$ cat src/rtl/tcx_pkg.sv
package tcx_pkg;
  localparam int CTRL_W = 8;

  // Bit positions are decoded by software, so they are fixed.
  localparam int B_PSEL = 7;
  localparam int B_TOG  = 6;
  localparam int B_IRQ  = 5;
  localparam int B_PWM  = 4;
  localparam int B_TRG  = 3;
  localparam int B_RUN  = 2;
  localparam int B_EVT  = 1;
  localparam int B_CAP  = 0;

  typedef struct packed {
    logic psel;
    logic tog_en;
    logic irq_en;
    logic pwm;
    logic trg_en;
    logic run;
    logic evt_sel;
    logic cap_sel;
  } ctrl_t;

  localparam int NFLAG    = 2;
  localparam int FLAG_OVF = 0;
  localparam int FLAG_EXT = 1;
endpackage

$ cat src/rtl/tcx_fall_det.sv
module tcx_fall_det #(
  parameter int NPIN = 2
) (
  input  logic            clk,
  input  logic            rst_n,
  input  logic            mc_en,
  input  logic [NPIN-1:0] pin_i,
  output logic [NPIN-1:0] fall_o
);
  logic [NPIN-1:0] smp_q;

  generate
    for (genvar i = 0; i < NPIN; i++) begin : g_pin
      always_ff @(posedge clk or negedge rst_n) begin
        if (!rst_n)     smp_q[i] <= 1'b0;
        else if (mc_en) smp_q[i] <= pin_i[i];
      end
      // Previous sample high, present sample low, on a sampling cycle.
      assign fall_o[i] = mc_en & smp_q[i] & ~pin_i[i];
    end
  endgenerate
endmodule

$ cat src/rtl/tcx_ctrl_reg.sv
module tcx_ctrl_reg
  import tcx_pkg::*;
(
  input  logic              clk,
  input  logic              rst_n,
  input  logic              cfg_we,
  input  logic [CTRL_W-1:0] cfg_data,
  output ctrl_t             ctrl_o
);
  always_ff @(posedge clk or negedge rst_n) begin
    if (!rst_n)      ctrl_o <= '0;
    else if (cfg_we) ctrl_o <= ctrl_t'(cfg_data);
  end
endmodule

$ cat src/rtl/tcx_count_core.sv
module tcx_count_core #(
  parameter int W = 16
) (
  input  logic         clk,
  input  logic         rst_n,
  input  logic         inc_ev,
  input  logic         trg_ev,
  input  logic         cap_sel,
  input  logic         cnt_we,
  input  logic [W-1:0] cnt_wdata,
  input  logic         rld_we,
  input  logic [W-1:0] rld_wdata,
  output logic [W-1:0] count_q,
  output logic [W-1:0] capture_q,
  output logic [W-1:0] reload_q,
  output logic         ovf_ev
);
  localparam logic [W-1:0] ZERO = '0;

  // One step up; the top bit of the result is the wrap carry.
  function automatic logic [W:0] step_up(input logic [W-1:0] v);
    return {1'b0, v} + {{W{1'b0}}, 1'b1};
  endfunction

  // Restart value after a wrap: reload in reload mode, zero in capture mode.
  function automatic logic [W-1:0] restart(input logic cap, input logic [W-1:0] rld);
    return cap ? ZERO : rld;
  endfunction

  logic [W:0]   stepped;
  logic [W-1:0] count_d;
  logic         trg_reload;

  assign stepped    = step_up(count_q);
  assign ovf_ev     = inc_ev & stepped[W];
  assign trg_reload = trg_ev & ~cap_sel;

  always_comb begin
    count_d = count_q;
    if (cnt_we)          count_d = cnt_wdata;
    else if (trg_reload) count_d = reload_q;
    else if (ovf_ev)     count_d = restart(cap_sel, reload_q);
    else if (inc_ev)     count_d = stepped[W-1:0];
  end

  always_ff @(posedge clk or negedge rst_n) begin
    if (!rst_n) begin
      count_q   <= '0;
      capture_q <= '0;
      reload_q  <= '0;
    end else begin
      count_q <= count_d;
      if (trg_ev & cap_sel) capture_q <= count_q;
      if (rld_we)           reload_q  <= rld_wdata;
    end
  end
endmodule

$ cat src/rtl/tcx_flag_unit.sv
module tcx_flag_unit
  import tcx_pkg::*;
(
  input  logic             clk,
  input  logic             rst_n,
  input  logic [NFLAG-1:0] set_i,
  input  logic [NFLAG-1:0] clr_i,
  input  logic             irq_en,
  input  logic             tog_en,
  output logic [NFLAG-1:0] flag_q,
  output logic             irq_o,
  output logic             toggle_o
);
  generate
    for (genvar i = 0; i < NFLAG; i++) begin : g_flag
      always_ff @(posedge clk or negedge rst_n) begin
        if (!rst_n)        flag_q[i] <= 1'b0;
        else if (set_i[i]) flag_q[i] <= 1'b1;
        else if (clr_i[i]) flag_q[i] <= 1'b0;
      end
    end
  endgenerate

  always_ff @(posedge clk or negedge rst_n) begin
    if (!rst_n)                        toggle_o <= 1'b1;
    else if (set_i[FLAG_OVF] & tog_en) toggle_o <= ~toggle_o;
  end

  assign irq_o = irq_en & (|flag_q);
endmodule

$ cat src/rtl/tcx_timer16.sv
module tcx_timer16
  import tcx_pkg::*;
#(
  parameter int W = 16
) (
  input  logic              clk,
  input  logic              rst_n,
  input  logic              mc_en,
  input  logic              cfg_we,
  input  logic [CTRL_W-1:0] cfg_data,
  input  logic              cnt_we,
  input  logic [W-1:0]      cnt_wdata,
  input  logic              rld_we,
  input  logic [W-1:0]      rld_wdata,
  input  logic [NFLAG-1:0]  flag_clr,
  input  logic              cnt_pin,
  input  logic              trg_pin,
  output logic [CTRL_W-1:0] ctrl_q,
  output logic [W-1:0]      count_q,
  output logic [W-1:0]      capture_q,
  output logic              ovf_flag,
  output logic              ext_flag,
  output logic              irq_o,
  output logic              toggle_o
);
  ctrl_t            ctrl;
  logic [1:0]       fall;
  logic             cnt_fall;
  logic             trg_fall;
  logic             inc_ev;
  logic             trg_ev;
  logic             ovf_ev;
  logic [W-1:0]     reload_q;
  logic [NFLAG-1:0] flag_set;
  logic [NFLAG-1:0] flag_q;

  tcx_ctrl_reg u_ctrl (
    .clk      (clk),
    .rst_n    (rst_n),
    .cfg_we   (cfg_we),
    .cfg_data (cfg_data),
    .ctrl_o   (ctrl)
  );

  tcx_fall_det #(.NPIN(2)) u_fall (
    .clk    (clk),
    .rst_n  (rst_n),
    .mc_en  (mc_en),
    .pin_i  ({trg_pin, cnt_pin}),
    .fall_o (fall)
  );

  // Named internal events, visible to the bound checker.
  assign cnt_fall = fall[0];
  assign trg_fall = fall[1];
  assign inc_ev   = ctrl.run & (ctrl.evt_sel ? cnt_fall : 1'b1);
  assign trg_ev   = ctrl.trg_en & trg_fall;

  tcx_count_core #(.W(W)) u_core (
    .clk       (clk),
    .rst_n     (rst_n),
    .inc_ev    (inc_ev),
    .trg_ev    (trg_ev),
    .cap_sel   (ctrl.cap_sel),
    .cnt_we    (cnt_we),
    .cnt_wdata (cnt_wdata),
    .rld_we    (rld_we),
    .rld_wdata (rld_wdata),
    .count_q   (count_q),
    .capture_q (capture_q),
    .reload_q  (reload_q),
    .ovf_ev    (ovf_ev)
  );

  always_comb begin
    flag_set           = '0;
    flag_set[FLAG_OVF] = ovf_ev;
    flag_set[FLAG_EXT] = trg_ev;
  end

  tcx_flag_unit u_flags (
    .clk      (clk),
    .rst_n    (rst_n),
    .set_i    (flag_set),
    .clr_i    (flag_clr),
    .irq_en   (ctrl.irq_en),
    .tog_en   (ctrl.tog_en),
    .flag_q   (flag_q),
    .irq_o    (irq_o),
    .toggle_o (toggle_o)
  );

  assign ctrl_q   = ctrl;
  assign ovf_flag = flag_q[FLAG_OVF];
  assign ext_flag = flag_q[FLAG_EXT];
endmodule

$ cat config.mk
export PLATFORM = sky130hd
export DESIGN_NAME = tcx_timer16
export DESIGN_NICKNAME = d
export VERILOG_FILES = /design/src/rtl/tcx_pkg.sv /design/src/rtl/tcx_fall_det.sv /design/src/rtl/tcx_ctrl_reg.sv /design/src/rtl/tcx_count_core.sv /design/src/rtl/tcx_flag_unit.sv /design/src/rtl/tcx_timer16.sv
export SDC_FILE = /design/constraint.sdc
export NUM_CORES = 1
export LEC_CHECK = 0
export ABC_AREA = 1
export BUFFER_PORTS_ARGS = -buffer_cell sky130_fd_sc_hd__buf_2
export CAP_MARGIN = 5
export CORE_AREA = 2 2 96 98
export DETAILED_ROUTE_END_ITERATION = 10
export DIE_AREA = 0 0 98 100
export SKIP_CTS_REPAIR_TIMING = 1
export SLEW_MARGIN = 20
export SYNTH_ARGS = -nofsm -noshare
export SYNTH_HDL_FRONTEND = slang
export SYNTH_SLANG_ARGS = --single-unit
$ cat constraint.sdc
create_clock -name clk -period 2.95 [get_ports clk]
set_input_delay 0.295 -clock clk [delete_from_list [all_inputs] [get_ports clk]]
set_output_delay 0.295 -clock clk [all_outputs]
set_load 0.03 [all_outputs]
==> impl_metrics.json, run 1 <==
{
  "status": "complete, but fails checks",
  "violations": "hold timing",
  "dpl.hpwl_um": 6131,
  "worst_pin_slew_ns": 0.9072,
  "wl_per_cell_um": 13.34,
  "synth.distinct_cells": 27,
  "drive_gt1_share_pct": 29.90,
  "cap_violations": 0,
  "io_pins": 94,
  "cts_root_buf": "clkbuf_8",
  "die_area_sq_um": 9800,
  "cts.clk_slew.worst_paths_ns": 0.07,
  "post_drt_via_cell_ratio": 4.739,
  "clk_latency_ns": 0.34,
  "regArea_sq_um": 1528,
  "rsz0062_at_grt": "no",
  "path_class": "register to register",
  "drc_errors": 0,
  "start_util_pct": 36.50,
  "fillers": 943,
  "ys_warn_count": 0,
  "vdd.ir_drop.worst_uv": 251.9,
  "fmax_mhz": 505.3,
  "grt_use_total_pct": 16.99,
  "finalCriticalPeriod_ns": 1.979,
  "fp.coreArea_sq_um": 8890,
  "cp.arrival_ns": 2.26,
  "critPathLaunchType": "register",
  "dr.pass1.iters": 5,
  "multi_input_area_sq_um": 1479,
  "ant_nets": 0,
  "gp_congestion": 0.8272,
  "area.growth.synth_to_final_pct": 21.71,
  "power_density_nw_per_um2": 708.2,
  "cts_sinks": 61,
  "endpoint_kind": "register",
  "nets": 541,
  "synthesis.area_sq_um": 3244,
  "die_h_um": 100,
  "fin_setup_tns_ns": 0,
  "syn-num-nets": 454,
  "final_common_cell": "nand2_1",
  "final_cell_mix": "119 x nand2_1, 93 x buf_2, 60 x dfrtp_1",
  "grt_max_degree": 37,
  "ys_ff_latch": 61,
  "grt.overflow.total": 0,
  "drt_wl_total_um": 8087,
  "vias": 2872,
  "io_buffer_count": 93,
  "slew_headroom_pct": 39.45,
  "rows": 35,
  "crit_fanout": 14,
  "syn_inst": 403,
  "hold_viol_final": 25,
  "antenna_found_initial": 0,
  "leakagePower_uw": 0.002053,
  "drt_iter0_markers": 166,
  "cts_tree": "yes",
  "cts_max_path_buffers": 2,
  "fp.dieW_um": 98,
  "worstHoldPathType": "input port to async pin",
  "maxSlewViolCount": 0,
  "cts_made_buffers": 9,
  "htree_levels": 3,
  "setup_viol": 0,
  "worstPathRequired_ns": 3.23,
  "ys_seq_area_share_pct": 47.09,
  "syn_avg_cell_area_sq_um": 8.051,
  "timing.final.crit_share_pct": 67.08,
  "grt_pass1_wl_um": 13230,
  "diodes": 0,
  "holdWs_ns": -0.04544,
  "grt_pass1_vias": 2698,
  "clock_skew_ns": 0.008006
}
## registers in the layout, indices dropped and copies added, names as in the netlist
register,cells
u_core.capture_q,16
u_core.count_q,16
u_core.reload_q,16
u_ctrl.ctrl_o,8
u_fall.smp_q,2
u_flags.flag_q,2
u_flags.toggle_o,1
## area by class of cell
type                       count  share of cell area (%)
tap                          111                   3.517
clock buffer                  11                   3.327
multi-input combinational    292                   37.45
timing repair buffer          95                   12.17
sequential                    61                   38.69
inverter                      31                   2.947
clock inverter                 5                   1.901
## worst max-delay path, cell delays in order, from the launching register on
cell and delay, ns:
dfrtp_1 0.44, ha_1 0.24, nand2_1 0.08, nor2_2 0.18
nand2_2 0.11, nor2_4 0.12, nand2_2 0.18, nand2_4 0.21
nand3_1 0.12, nand3_1 0.10, nand2_1 0.07, nand2_1 0.06
## layer usage
metal  GRT usage, %  share of wire (%)  vias to the layer above
met5              0                  0                        -
met4          5.769                1.5                        0
met3          4.318                5.7                       10
met2          25.55                 46                       72
met1          24.02                 47                     1327
li1               -                  -                     1463
## stage by stage
stage	total power (uW)	instance area (sq um)	setup WS (ns)	utilization [%]	instances
global placement	2016	3742	1.020	42.10	590
finish	2796	3949	0.9711	44.42	606
floorplan	1744	3244	1.154	-	403
detailed placement	2030	3742	0.9845	42.10	590
CTS	2831	3949	0.9545	44.42	606
global route	2964	3949	0.7887	44.42	606
## where the power goes
group	switching, uW	internal (uW)
registers	142	997
logic	588	280
clock network	317	472
total	1050	1750
## synth_stat cells
library cell | number | share of area, %
inv_2 | 3 | 0.35
nor2_4 | 2 | 0.69
o21ai_0 | 25 | 3.9
nand2_1 | 119 | 14
dfstp_2 | 1 | 0.81
xor2_1 | 5 | 1.3
mux2_2 | 22 | 7.6
nand4_1 | 5 | 0.96
nor2_1 | 48 | 5.6
ha_1 | 1 | 0.39
nor3_2 | 1 | 0.31
nand2_4 | 1 | 0.35
a21oi_1 | 3 | 0.46
buf_4 | 4 | 0.93
buf_12 | 1 | 0.62
nand3_2 | 2 | 0.62
clkbuf_1 | 9 | 1.0
xnor2_1 | 1 | 0.27
nand3_1 | 50 | 7.7
inv_1 | 27 | 3.1
a21oi_4 | 1 | 0.50
clkinv_1 | 1 | 0.12
buf_2 | 3 | 0.46
nand2_2 | 3 | 0.58
dfrtp_1 | 60 | 46
nor2_2 | 3 | 0.58
buf_6 | 2 | 0.69
## worst paths after layout
path / start / to / slack (ns) / cells after the start
max in group asynchronous: rst_n / u_flags.toggle_o / 2.09 / 2
hold reg to reg: u_core.capture_q[7] / u_core.capture_q[7] / 0.48 / 2
setup reg to reg: u_core.count_q[1] / u_core.count_q[5] / 0.97 / 11
min in group clk: flag_clr[0] / u_flags.flag_q[0] / 0.14 / 2
hold / removal: rst_n / u_core.capture_q[6] / -0.05 / 1
setup / recovery: u_core.count_q[1] / u_core.count_q[5] / 0.97 / 11
## cell families (layout without fill, tap and decap cells)
kind of cell             count (synthesis)  count (layout)  share of synthesized area, %
flip-flops                              61              61                         47.09
buffers and inverters                   50             142                         7.327
adder cells (fa/ha/maj)                  1               1                        0.3856
AO/OA/AOI/OAI                           29              29                         4.821
multiplexers                            22              22                         7.636
AND/OR/NAND/NOR                        234             234                         31.12
XOR/XNOR                                 6               6                         1.620
No activity file was read; power rests on OpenSTA's default activity.
==> run 2, diff against run 1 <==
--- a/config.mk
+++ b/config.mk
@@ -5,12 +5,12 @@
 export SDC_FILE = /design/constraint.sdc
 export NUM_CORES = 1
 export LEC_CHECK = 0
-export ABC_AREA = 1
+export ABC_AREA = 0
 export BUFFER_PORTS_ARGS = -buffer_cell sky130_fd_sc_hd__buf_2
 export CAP_MARGIN = 5
-export CORE_AREA = 2 2 96 98
+export CORE_AREA = 2 2 93 95
 export DETAILED_ROUTE_END_ITERATION = 10
-export DIE_AREA = 0 0 98 100
+export DIE_AREA = 0 0 95 97
 export SKIP_CTS_REPAIR_TIMING = 1
 export SLEW_MARGIN = 20
 export SYNTH_ARGS = -nofsm -noshare
==> constraint.sdc (replaced) <==
create_clock -name clk -period 1.9 [get_ports clk]
set_input_delay 0.19 -clock clk [delete_from_list [all_inputs] [get_ports clk]]
set_output_delay 0.19 -clock clk [all_outputs]
set_load 0.03 [all_outputs]
==> run 2 against run 1 <==
Net effect:
- the run now ends clean
- final cell count shrank 16%
- cell area up 4.9%
- worst setup slack got worse by 0.92 ns
- clock skew fell by 0.0028 ns
- via count down 12%
- synthesized area down 5.2%
- largest cell class unchanged
- highest routed layer unchanged
==> impl_metrics.json, run 2 <==
{
  "cts_sinks": 61,
  "cts.clk_slew.worst_paths_ns": 0.07,
  "worst_pin_slew_ns": 0.4682,
  "crit_start": "u_core.count_q[0]",
  "crit_path_end": "u_core.count_q[15]",
  "cts_made_buffers": 9,
  "cts_root_buf": "clkbuf_8",
  "worstHoldPathCells": 2,
  "synth_common_cells": "60 x dfrtp_1, 35 x mux2_2, 21 x nand2_1",
  "start_util_pct": 37.82,
  "ys_seq_area_share_pct": 49.65,
  "yosysTopAreaCellShare_pct": 48.80,
  "setup_slack_ns": 0.05181,
  "yosys_most_used_dff": "dfrtp_1",
  "synth_edf_count": 0,
  "path_class": "register to register",
  "gp_congestion": 0.8743,
  "maxSlewViolCount": 0,
  "clock_skew_ns": 0.005248,
  "path_common_cell": "buf_4",
  "largestRegisters": "u_core.capture_q (16), u_core.count_q (16), u_core.reload_q (16)",
  "syn_avg_cell_area_sq_um": 11.35,
  "finalCriticalPeriod_ns": 1.848,
  "final_cell_mix": "93 x buf_2, 54 x dfrtp_1, 39 x buf_4",
  "final_common_cell": "buf_2",
  "fp.dieW_um": 95,
  "endpoint_kind": "register",
  "ys_ff_latch": 61,
  "worstPathRequired_ns": 2.12,
  "vdd.ir_drop.worst_uv": 324.8,
  "syn-num-nets": 322,
  "clk_latency_ns": 0.34,
  "nets": 448,
  "synth.distinct_cells": 44,
  "dpl.hpwl_um": 5876,
  "cp.depth": 9,
  "synth_area_leaders": "dfrtp_1 49%, mux2_2 13%, mux2i_1 2.9%",
  "cap_violations": 0,
  "io_buffer_count": 93,
  "drive_gt1_share_pct": 48.76,
  "grt_use_total_pct": 17.78,
  "die_area_sq_um": 9215,
  "cp_top_family": "compound AO/OA/AOI/OAI gates",
  "cp_slowest_cell": "dfrtp_2",
  "drc_errors": 0,
  "dr.pass1.iters": 4,
  "slew_headroom_pct": 68.67,
  "die_h_um": 97,
  "synth.most_common_cell": "dfrtp_1",
  "ant_nets": 0,
  "rows": 33,
  "dpl_cell_area_sq_um": 3884,
  "setup_viol": 0,
  "vias": 2524,
  "cts_tree": "yes",
  "yosys.area.top_type": "dfrtp_1",
  "crit-reg2reg-capture": "u_core.count_q[15]",
  "timing.final.crit_share_pct": 97.27,
  "post_drt_via_cell_ratio": 4.978,
  "syn_inst": 271,
  "drt_iter0_markers": 105,
  "htree_levels": 3,
  "cp.arrival_ns": 2.07,
  "cts_max_path_buffers": 2,
  "diodes": 0,
  "cp_cell_sequence": "ha_4, nand4_1, a2111oi_4, buf_4, buf_4, buf_4, nand2_1, o2bb2a_4, o31a_1",
  "ys_warn_count": 0,
  "synthesis.area_sq_um": 3077,
  "area.growth.synth_to_final_pct": 34.69,
  "grt.overflow.total": 0,
  "status": "finished clean",
  "io_pins": 94,
  "grt_pass1_wl_um": 12550,
  "max_stage_delay_ns": 0.42,
  "fp.coreArea_sq_um": 8134,
  "worstHoldPathType": "input port to register",
  "drt_wl_total_um": 7870,
  "grt_pass1_vias": 2468,
  "grt_max_degree": 62,
  "final_area_sq_um": 4144,
  "hold_viol_final": 0,
  "async_flop_share_pct": 100.0,
  "place_ws_ns": -0.2689,
  "r2r-start": "u_core.count_q[0]",
  "reg2reg_depth": 9,
  "wl_per_cell_um": 15.52,
  "reg2reg_slack_ns": 0.05,
  "fmax_mhz": 541.1,
  "critPathBufInv": 3,
  "power_density_nw_per_um2": 991.4,
  "leakagePower_uw": 0.001993,
  "critPathLaunchType": "register",
  "antenna_found_initial": 0,
  "crit_fanout": 3
}
-- run 2: logic make-up (layout without fill, tap and decap cells) --
| logic type | after synthesis | in the layout | synth area share, % |
|---|---|---|---|
| AOI/OAI and AO/OA | 36 | 37 | 9.272 |
| buffers and inverters | 28 | 158 | 4.189 |
| xor gates and xnor gates | 15 | 15 | 4.270 |
| DFF | 61 | 61 | 49.65 |
| muxes | 51 | 51 | 18.30 |
| adders and majority gates | 1 | 1 | 0.4066 |
| and+or+nand+nor | 79 | 79 | 13.91 |
-- run 2: area by class of cell --
class / count / area [sq um]
clock buffers: 15 / 166.4
clock inverters: 1 / 5.005
fillers: 769 / 3990
inverters: 7 / 26.28
multi-input cells: 183 / 1471
flip-flops and latches: 61 / 1535
well taps: 105 / 131.4
repair buffers: 135 / 808.3
-- run 2: worst min-delay path by stage --
stage / from / endpoint / slack (ns)
3_3_place_gp: rst_n / u_core.capture_q[11] / 0.22
3_5_place_dp: rst_n / u_core.capture_q[11] / 0.23
6_report: flag_clr[0] / u_flags.flag_q[0] / 0.03
5_1_grt: flag_clr[0] / u_flags.flag_q[0] / 0.03
2_1_floorplan: rst_n / u_core.capture_q[0] / -0.11
4_1_cts: rst_n / u_core.capture_q[11] / -0.15
-- run 2: worst register-to-register path, stage by stage (launching register included) --
cell and delay (ns):
dfrtp_2 0.42, ha_4 0.17, nand4_1 0.13, a2111oi_4 0.04, buf_4 0.17, buf_4 0.13
buf_4 0.12, nand2_1 0.11, o2bb2a_4 0.17, o31a_1 0.27
-- run 2: metrics by stage --
step / hold slack [ns] / total power (uW) / TNS (ns) / utilization, % / cells
floorplan: -0.1056 / 2606 / -0.4417 / - / 271
global placement: 0.2247 / 3082 / -1.658 / 47.75 / 484
detailed placement: 0.2264 / 3110 / -2.078 / 47.75 / 484
CTS: -0.1473 / 4152 / -2.471 / 49.85 / 500
global route: 0.02807 / 4354 / -0.004734 / 50.95 / 507
finish: 0.03063 / 4108 / 0 / 50.95 / 507
-- run 2: report_power, final --
group | total (uW) | internal [uW] | leakage (uW) | switching [uW]
combinational | 1410 | 552 | 0.00119 | 856
sequential | 1680 | 1550 | 0.000716 | 129
clock | 1030 | 545 | 0.0000877 | 480
total | 4110 | 2640 | 0.00199 | 1460
-- run 2: metal layers --
metal / up-vias / GRT usage, % / share of wire, %
li1: 1213 / - / -
met5: - / 0 / 0
met1: 1221 / 24.96 / 46
met4: 0 / 7.246 / 1.7
met3: 10 / 3.660 / 6.3
met2: 80 / 26.62 / 46
